===== config.mk =====
export PLATFORM = sky130hd
export DESIGN_NAME = sar_redund_ctrl
export DESIGN_NICKNAME = d
export VERILOG_FILES = /design/src/rtl/sar_redund_pkg.sv /design/src/rtl/sarCtrl.sv /design/src/rtl/sarDatapath.sv /design/src/rtl/sar_redund_ctrl.sv
export SDC_FILE = /design/constraint.sdc
export NUM_CORES = 1
export LEC_CHECK = 0
export BUFFER_PORTS_ARGS = -buffer_cell sky130_fd_sc_hd__buf_2
export CAP_MARGIN = 20
export CORE_ASPECT_RATIO = 1.1
export CORE_MARGIN = 2
export CORE_UTILIZATION = 30
export DETAILED_ROUTE_END_ITERATION = 8
export PLACE_DENSITY = 0.44
export SLEW_MARGIN = 0
export SYNTH_ARGS = -nofsm -noshare
export SYNTH_HDL_FRONTEND = slang
export SYNTH_SLANG_ARGS = --single-unit

===== constraint.sdc =====
create_clock -name clk -period 3.05 [get_ports clk]
set_clock_uncertainty 0.1 [all_clocks]
set_input_delay 0.4575 -clock clk [delete_from_list [all_inputs] [get_ports clk]]
set_output_delay 0.4575 -clock clk [all_outputs]
set_load 0.01 [all_outputs]

===== src/rtl/sar_redund_pkg.sv =====
package sar_redund_pkg;

  typedef enum logic [1:0] {
    PROF_BINARY  = 2'd0,
    PROF_GENERAL = 2'd1,
    PROF_FIB     = 2'd2,
    PROF_SILVER  = 2'd3
  } profile_e;

  // strobes from the sequencer to the datapath
  typedef struct packed {
    logic load;     // start accepted: seed level, capture profile
    logic advance;  // a decision is taken this edge
    logic finish;   // the decision taken this edge is the last one
  } sarStrobes_t;

endpackage


===== src/rtl/sarCtrl.sv =====
module sarCtrl
  import sar_redund_pkg::*;
#(
  parameter int SW = 4
) (
  input  logic          clk,
  input  logic          rstN,
  input  logic          start,
  input  logic [SW-1:0] stepsSel,
  output sarStrobes_t   strobes,
  output logic [SW-1:0] stepIdx,
  output logic          busy,
  output logic          done
);

  logic [SW-1:0] stepTotal;
  logic          accept;
  logic          lastStep;

  assign accept   = start && !busy;
  assign lastStep = busy && (stepIdx == stepTotal);

  always_ff @(posedge clk or negedge rstN) begin
    if (!rstN) begin
      busy      <= 1'b0;
      done      <= 1'b0;
      stepIdx   <= '0;
      stepTotal <= '0;
    end else begin
      done <= 1'b0;
      if (accept) begin
        busy      <= 1'b1;
        stepIdx   <= SW'(1);
        stepTotal <= stepsSel;
      end else if (busy) begin
        if (lastStep) begin
          busy    <= 1'b0;
          done    <= 1'b1;
          stepIdx <= '0;
        end else begin
          stepIdx <= stepIdx + SW'(1);
        end
      end
    end
  end

  assign strobes = '{load: accept, advance: busy, finish: lastStep};

endmodule


===== src/rtl/sarDatapath.sv =====
module sarDatapath
  import sar_redund_pkg::*;
#(
  parameter int          N           = 5,
  parameter int          MAX_STEPS   = 8,
  parameter int          SW          = 4,
  parameter int unsigned GEN_STEPS   = 6,
  parameter int unsigned GEN_WEIGHTS [MAX_STEPS] = '{16, 10, 6, 3, 2, 1, 0, 0}
) (
  input  logic                  clk,
  input  logic                  rstN,
  input  sarStrobes_t           strobes,
  input  logic [SW-1:0]         stepIdx,
  input  logic                  compAbove,
  input  logic [1:0]            profileSel,
  output logic [SW-1:0]         stepsSel,
  output logic signed [N+1:0]   dacLevel,
  output logic [MAX_STEPS-1:0]  rawDecisions,
  output logic [N-1:0]          resultCode
);

  localparam int IW      = (MAX_STEPS > 1) ? $clog2(MAX_STEPS) : 1;
  localparam int MID     = 2 ** (N - 1);
  localparam int CODEMAX = (2 ** N) - 1;

  // ---------------- weight tables, computed at elaboration ----------------
  function automatic int fibAt(input int i);
    int a, b, t;
    a = 0;
    b = 1;
    for (int j = 0; j < i; j++) begin
      t = a + b;
      a = b;
      b = t;
    end
    return a;
  endfunction

  // shortest Fibonacci tail whose sum reaches the half range
  function automatic int fibTail();
    for (int t = 1; t < 40; t++)
      if (fibAt(t + 2) - 1 >= MID - 1) return t;
    return 40;
  endfunction

  function automatic int stepsOf(input int pr);
    case (pr)
      0:       return N;
      1:       return int'(GEN_STEPS);
      2:       return fibTail() + 1;
      default: return 2 * N - 2;
    endcase
  endfunction

  // k is zero-based: k = 0 is the seed weight
  function automatic int weightOf(input int pr, input int k);
    if (k >= stepsOf(pr) || k >= MAX_STEPS) return 0;
    if (pr == 1) return int'(GEN_WEIGHTS[k]);
    if (k == 0) return MID;
    case (pr)
      0:       return 2 ** (N - 1 - k);
      2:       return fibAt(fibTail() - k + 1);
      default: return (k == 2 * N - 3) ? 1 : 2 ** (N - 3 - (k - 1) / 2);
    endcase
  endfunction

  function automatic int redundOf(input int pr, input int k);
    int rest;
    rest = 0;
    for (int j = k + 1; j < MAX_STEPS; j++) rest += weightOf(pr, j);
    return rest - weightOf(pr, k) + 1;
  endfunction

  logic [N-1:0]  weightTab [4][MAX_STEPS];
  logic [SW-1:0] stepsTab  [4];

  for (genvar pr = 0; pr < 4; pr++) begin : g_prof
    localparam int SC = stepsOf(pr);
    if (SC < 1 || SC > MAX_STEPS) begin : g_bad_len
      $error("weight profile %0d needs %0d steps, limit is %0d", pr, SC, MAX_STEPS);
    end
    if (pr == 1 && weightOf(1, 0) != MID) begin : g_bad_seed
      $error("general profile must start at the half-range weight");
    end
    assign stepsTab[pr] = SW'(SC);
    for (genvar k = 0; k < MAX_STEPS; k++) begin : g_step
      localparam int WK = weightOf(pr, k);
      assign weightTab[pr][k] = N'(WK);
      if (k < SC && redundOf(pr, k) < 0) begin : g_bad_red
        $error("profile %0d step %0d has negative redundancy", pr, k + 1);
      end
      if (k < SC && WK == 0) begin : g_bad_zero
        $error("profile %0d step %0d has a zero weight", pr, k + 1);
      end
    end
  end

  assign stepsSel = stepsTab[profileSel];

  // ---------------- level register and result ----------------
  profile_e              profReg;
  logic signed [N+1:0]   levelReg;
  logic [IW-1:0]         nextIdx;
  logic [IW-1:0]         curIdx;
  logic [N-1:0]          stepWeight;
  logic signed [N+1:0]   stepDelta;
  logic signed [N+1:0]   finalLevel;
  logic [N-1:0]          clampedCode;

  assign nextIdx    = (int'(stepIdx) < MAX_STEPS) ? IW'(stepIdx) : '0;
  assign curIdx     = (stepIdx != '0) ? IW'(stepIdx - SW'(1)) : '0;
  assign stepWeight = weightTab[profReg][nextIdx];
  assign stepDelta  = $signed({2'b00, stepWeight});
  assign finalLevel = compAbove ? levelReg : levelReg - (N+2)'(1);

  always_comb begin
    if (int'(finalLevel) < 0)             clampedCode = '0;
    else if (int'(finalLevel) > CODEMAX)  clampedCode = N'(CODEMAX);
    else                                  clampedCode = finalLevel[N-1:0];
  end

  always_ff @(posedge clk or negedge rstN) begin
    if (!rstN) begin
      profReg      <= PROF_BINARY;
      levelReg     <= '0;
      rawDecisions <= '0;
      resultCode   <= '0;
    end else if (strobes.load) begin
      profReg      <= profile_e'(profileSel);
      levelReg     <= (N+2)'(MID);
      rawDecisions <= '0;
    end else if (strobes.advance) begin
      rawDecisions[curIdx] <= compAbove;
      if (strobes.finish) begin
        resultCode <= clampedCode;
      end else if (compAbove) begin
        levelReg <= levelReg + stepDelta;
      end else begin
        levelReg <= levelReg - stepDelta;
      end
    end
  end

  assign dacLevel = levelReg;

endmodule


===== src/rtl/sar_redund_ctrl.sv =====
module sar_redund_ctrl
  import sar_redund_pkg::*;
#(
  parameter int          N           = 5,
  parameter int          MAX_STEPS   = 8,
  parameter int unsigned GEN_STEPS   = 6,
  parameter int unsigned GEN_WEIGHTS [MAX_STEPS] = '{16, 10, 6, 3, 2, 1, 0, 0}
) (
  input  logic                  clk,
  input  logic                  rstN,
  input  logic                  start,
  input  logic                  compAbove,
  input  logic [1:0]            profileSel,
  output logic signed [N+1:0]   dacLevel,
  output logic [MAX_STEPS-1:0]  rawDecisions,
  output logic [N-1:0]          resultCode,
  output logic                  done
);

  localparam int SW = $clog2(MAX_STEPS + 1);

  sarStrobes_t   strobes;
  logic [SW-1:0] stepIdx;
  logic [SW-1:0] stepsSel;
  logic          busy;

  sarCtrl #(.SW(SW)) ctrl_i (
    .clk      (clk),
    .rstN     (rstN),
    .start    (start),
    .stepsSel (stepsSel),
    .strobes  (strobes),
    .stepIdx  (stepIdx),
    .busy     (busy),
    .done     (done)
  );

  sarDatapath #(
    .N           (N),
    .MAX_STEPS   (MAX_STEPS),
    .SW          (SW),
    .GEN_STEPS   (GEN_STEPS),
    .GEN_WEIGHTS (GEN_WEIGHTS)
  ) dp_i (
    .clk          (clk),
    .rstN         (rstN),
    .strobes      (strobes),
    .stepIdx      (stepIdx),
    .compAbove    (compAbove),
    .profileSel   (profileSel),
    .stepsSel     (stepsSel),
    .dacLevel     (dacLevel),
    .rawDecisions (rawDecisions),
    .resultCode   (resultCode)
  );

endmodule


* Word level (Yosys, flattened, before mapping) *
Cells that the tools add are included.

word-level totals
  flip-flop bits (word level) = 32
  bits in latches = 0
  memory bits (writable) = 0
  ROM bits = 0
  output and inout bits = 21
  logic and storage cells = 67
  memories kept = 0

cells by class
  add/subtract/negate cells = 5
  multiply operators = 0
  divide/modulo/power cells = 0
  order comparisons = 8
  equal/unequal tests = 2
  shifts and indexed selects = 0
  multiplexer cells = 32
  bitwise operators = 4
  reduce and logical (&&, ||, !) cells = 8

operators with widths
  cell                                                                              count
  40-bit binary-select mux with 2-bit select                                        1
  40-bit 2-to-1 mux                                                                 2
  7-bit 2-to-1 mux                                                                  5
  4-bit 2-to-1 mux                                                                  5
  5-bit 2-to-1 mux                                                                  4
  8-bit 2-to-1 mux                                                                  2
  5-bit binary-select mux with 3-bit select                                         1
  4-bit binary-select mux with 2-bit select                                         1
  8-bit bitwise mux                                                                 1
  7-bit by 6-bit adder with 7-bit output                                            1
  7-bit by 6-bit greater-than comparator with 1-bit output (second input constant)  1
  7-bit by 1-bit < comparator with 1-bit output (second input constant)             1
  1-bit 2-to-1 mux                                                                  7
  7-bit by 2-bit subtractor with 7-bit output (second input constant)               1
  7-bit by 6-bit subtractor with 7-bit output                                       1
  3-bit >= comparator (second input constant)                                       2
  3-bit 2-to-1 mux                                                                  2
  2-bit inverter with 3-bit output                                                  2
  4-bit by 1-bit adder with 4-bit output (second input constant)                    1
  4-bit == test                                                                     1
  4-bit >= comparator (second input constant)                                       1
  3-bit by 4-bit < comparator with 1-bit output (second input constant)             1
  4-bit < comparator (second input constant)                                        1
  3-bit inverter with 4-bit output                                                  1
  11 further kinds                                                                  13

* Depth between registers and ports, before layout *
  depth in word-level cells = 12
  mapped depth = 17

* Hierarchy *
Synthesis repeated with hierarchy kept, for this count alone.

unflattened totals
  cell total of the unflattened synthesis = 246
  area, all modules = 2319.7 um^2

modules (own cells, without submodules)
  module       instances  cells an instance  area each (um^2)  seq. area each (um^2)
  sarDatapath  1          205                1795.5            550.5
  sarCtrl      1          41                 524.3             250.2

* Least setup slack after synthesis *
OpenSTA, ideal clock, no wires.

  path kind = reg2reg
  start = reg dp_i.profReg[0]
  end = reg dp_i.levelReg[6], in the netlist dp_i.dacLevel[6]
  arrival time = 3.133 ns
  setup slack = -0.304 ns
  stages on the path, launching flop included = 16
  buffers on the path = 0
  cell sequence = dfrtp_1 inv_1 ha_1 mux2_4 a311oi_4 and2_1 nor2_1 xnor2_1 ha_1 a21o_1 a21oi_1 o21bai_1 a21oi_1 xor2_1 o21ai_1 a22o_1

between the ends
  word-level cells in the longest chain between the ends = 12
  elaborated cells on any way between the ends = 13
  classes of those cells = add/sub: 2; mux: 10; bitwise: 1

RTL lines
  what                                                                                                   line                                    text
  start: declaration                                                                                     sarDatapath.sv:101                      profile_e profReg;
  start signal: assignment                                                                               sarDatapath.sv:129                      profReg <= profile_e'(profileSel);
  2-bit inverter with 3-bit output (implied by the code) (*)                                             sarDatapath.sv:112                      assign stepWeight = weightTab[profReg][nextIdx];
  40-bit binary-select mux with 2-bit select (*)                                                         sarDatapath.sv:112
  40-bit 2-to-1 mux (implied by the code) (*) (2 in series)                                              sarDatapath.sv:112
  5-bit binary-select mux with 3-bit select (*)                                                          sarDatapath.sv:112
  5-bit 2-to-1 mux (implied by the code) (*) (2 in series)                                               sarDatapath.sv:112
  7-bit by 6-bit subtractor with 7-bit output or 7-bit by 6-bit adder with 7-bit output (tied branches)  sarDatapath.sv:139, sarDatapath.sv:137
  7-bit 2-to-1 mux (*)                                                                                   sarDatapath.sv:136                      end else if (compAbove) begin
  7-bit 2-to-1 mux (*)                                                                                   sarDatapath.sv:134                      if (strobes.finish) begin
  7-bit 2-to-1 mux (*)                                                                                   sarDatapath.sv:132                      end else if (strobes.advance) begin
  7-bit 2-to-1 mux (*)                                                                                   sarDatapath.sv:128                      end else if (strobes.load) begin
  end signal: assignment                                                                                 sarDatapath.sv:130                      levelReg <= (N+2)'(MID);
  end signal: assignment                                                                                 sarDatapath.sv:137                      levelReg <= levelReg + stepDelta;
  end signal: assignment                                                                                 sarDatapath.sv:139                      levelReg <= levelReg - stepDelta;
  end: declaration                                                                                       sarDatapath.sv:102                      logic signed [N+1:0] levelReg;

Every way passes the cells marked *; elsewhere a longest branch is shown, timed or not. The select of a mux whose other input is x is not followed.
A chain may end at the register's enable or synchronous reset.

* Worst setup path after layout *
Ends and elaborated chain as after synthesis.

==> results_dict.tcl <==
set metrics [dict create \
    grt_overflow 0 \
    worstSetupPathType "flip-flop to flip-flop" \
    violations "setup timing" \
    ir_drop_mv 0.563 \
    powerDensity_nw_per_um2 1430 \
    reg2reg_to "dp_i.dacLevel[6]" \
    finalSetupTns_ns -0.337 \
    via_count 1816 \
    ff2ff_setup_slack_ns -0.18 \
    drtAntennaViolNets 0 \
    crit_start "dp_i.profReg[0]" \
    numCtsBuffers 5 \
    regToRegStartpoint "dp_i.profReg[0]" \
    cts.sinks 32 \
    r2r_cells 15 \
    synth-seq-cells 32 \
    grt_usage 0.141 \
    die_h_um 92.8 \
    die_area_um2 7850 \
    antennaDiodeCount 0 \
    nNetsFinal 302 \
    syn2layout_area_growth_pct 30.2 \
    whs_ns 0.126 \
    finalHoldViolations 0 \
    start_util 0.308 \
    setup_viol 2 \
    synthCells 225 \
    final_common_cell "dfrtp_1" \
    dieWidth_um 84.7 \
    antenna_found_initial 0 \
    ys.flop_type "dfrtp_1" \
    clkTransAtPathRegs_ns 0.08 \
    outcome "complete, but fails checks" \
    worstMarginPinSlew_ns 0.748 \
    cts.path.max_buffers 2 \
    cp_max_fo 4 \
    grt_max_degree 33 \
    cts_root_buffer "clkbuf_8" \
    max_freq_mhz 310 \
    grt_first_pass_wirelength_um 8750 \
    wirelength_um 5430 \
    async_flop_share 1.00 \
    final_cell_mix "32 x dfrtp_1, 30 x buf_4, 26 x buf_2" \
    synth_area_um2 2150 \
    core_area_um2 6970 \
    final_max_slew_viol_count 0 \
    cts_tree "built" \
    min_period_ns 3.23 \
    drt-initial-drc-count 52 \
    crit_path_end_kind "flip-flop" \
    required_ns 3.13 \
    grt_pass1_vias 1744 \
    syn_avg_cell_area_um2 9.55 \
    gp_congestion 0.815 \
    maxSlewHeadroom 0.501 \
    startpoint_type "flip-flop" \
    yosys_warnings 0 \
    io_pins 27 \
    worst_slack_ns -0.177 \
    dpl.hpwl_um 3930 \
    synth_fp_nets 248 \
    drv_cap 0 \
    wl_per_cell_um 14.9 \
    rsz0062_at_grt "yes" \
    portBuffers 26 \
    seq_area_frac_synth 0.373 \
    insertion_delay_ns 0.29 \
    hold_buffers 0 \
    synth_edf_count 0 \
    arrival_ns 3.31 \
    drcViolationCount 0 \
    h-tree-depth 2 \
    synth.distinct_cells 53 \
    drive_gt1_frac 0.346 \
    fin_crit_sh 1.06 \
    min_path_type "input pin to async pin" \
    drtPass1Iterations 4 \
    rows 32 \
    p_leak_nw 1.29 \
    via_per_inst 4.98 \
]
==> synthesized netlist by cell type, types with 2 or more instances <==
cell / number / area [um2]
nor3b_1: 2 / 15.0
o211ai_1: 5 / 37.5
mux2i_1: 2 / 20.0
o31ai_1: 4 / 30.0
a32o_1: 2 / 20.0
nand2b_1: 6 / 37.5
nor2b_1: 2 / 12.5
ha_1: 16 / 200
mux2_2: 5 / 56.3
o21ai_0: 11 / 55.1
a32oi_1: 2 / 17.5
nor2_1: 10 / 37.5
o21ai_1: 6 / 30.0
a21o_1: 6 / 45.0
nor4_1: 3 / 18.8
inv_2: 3 / 11.3
xnor2_1: 13 / 114
inv_1: 11 / 41.3
a211oi_1: 2 / 15.0
buf_2: 4 / 20.0
a31oi_1: 3 / 18.8
nor3_1: 6 / 30.0
xor2_1: 3 / 26.3
nand3_1: 7 / 35.0
clkbuf_1: 6 / 22.5
a21oi_1: 11 / 55.1
nand2_1: 17 / 63.8
dfrtp_1: 32 / 801
==> worst max-delay path, stage by stage (launching register included) <==
cell,delay [ns]
dfrtp_1,0.42
inv_2,0.13
ha_4,0.21
mux2_4,0.27
a311oi_4,0.26
and2_4,0.22
nor2_4,0.04
xnor2_2,0.13
ha_1,0.32
a21o_1,0.21
a21oi_2,0.15
o21bai_1,0.07
a21oi_1,0.15
xor2_1,0.19
o21ai_1,0.08
a22o_1,0.18
==> per-layer routing <==
metal	global-route usage	wire, um
met3	0.0267	126
met2	0.247	2690
met5	0	0
met1	0.176	2550
met4	0.0397	56
==> how the worst max path moves through the flow <==
stage	endpoint	slack, ns	cells past startpoint
3_5_place_dp	dp_i.dacLevel[6]	-0.21	14
3_3_place_gp	dp_i.dacLevel[6]	-0.15	14
6_report	dp_i.dacLevel[6]	-0.18	15
2_1_floorplan	dp_i.dacLevel[6]	-0.18	15
4_1_cts	dp_i.dacLevel[6]	-0.15	15
5_1_grt	dp_i.dacLevel[6]	-0.35	17
==> per-stage QoR <==
| step | util | setup WS, ns | total power [mW] | cell area [um2] | instances |
|---|---|---|---|---|---|
| after floorplan | - | -0.182 | 2.42 | 2150 | 225 |
| after global placement | 0.365 | -0.150 | 3.23 | 2540 | 353 |
| after detailed placement | 0.365 | -0.214 | 3.24 | 2540 | 353 |
| after CTS | 0.388 | -0.153 | 3.79 | 2700 | 362 |
| after global routing | 0.402 | -0.353 | 4.36 | 2800 | 365 |
| final | 0.402 | -0.177 | 4.01 | 2800 | 365 |
==> sequential cells by signal, indices dropped and copies added, names as in the netlist <==
name	flops
dp_i.rawDecisions	8
dp_i.dacLevel	7
dp_i.resultCode	5
ctrl_i.stepIdx	4
ctrl_i.stepTotal	4
dp_i.profReg	2
ctrl_i.busy	1
ctrl_i.done	1
==> cell families after synthesis <==
family / after synthesis / share of synthesized area
and+or+nand+nor: 61 / 0.145
buffers and inverters: 26 / 0.0512
DFF: 32 / 0.373
AOI/OAI and AO/OA: 65 / 0.221
xor gates and xnor gates: 16 / 0.0652
adders and majority gates: 17 / 0.103
muxes: 8 / 0.0425
==> power by group <==
group          internal, mW  switching (mW)  total (mW)  leakage [nW]
clock network         0.242           0.185       0.428        0.0541
logic                  1.44            1.28        2.72         0.841
registers             0.625           0.238       0.863         0.399
==> layout make-up <==
class                   count  area [um2]
flip-flops and latches     32         801
clock inverters             3        42.5
multi-input cells         167        1350
well taps                  85         106
inverters                  15        56.3
repair buffers             58         378
fillers                   732        4170
clock buffers               5        68.8
==> timing repair <==
item,in CTS,in global routing
buffers inserted,1,3
resized for setup,7,13
pin swaps,8,10
setup endpoints to repair,2,3
(Power assumes the default switching activity.)
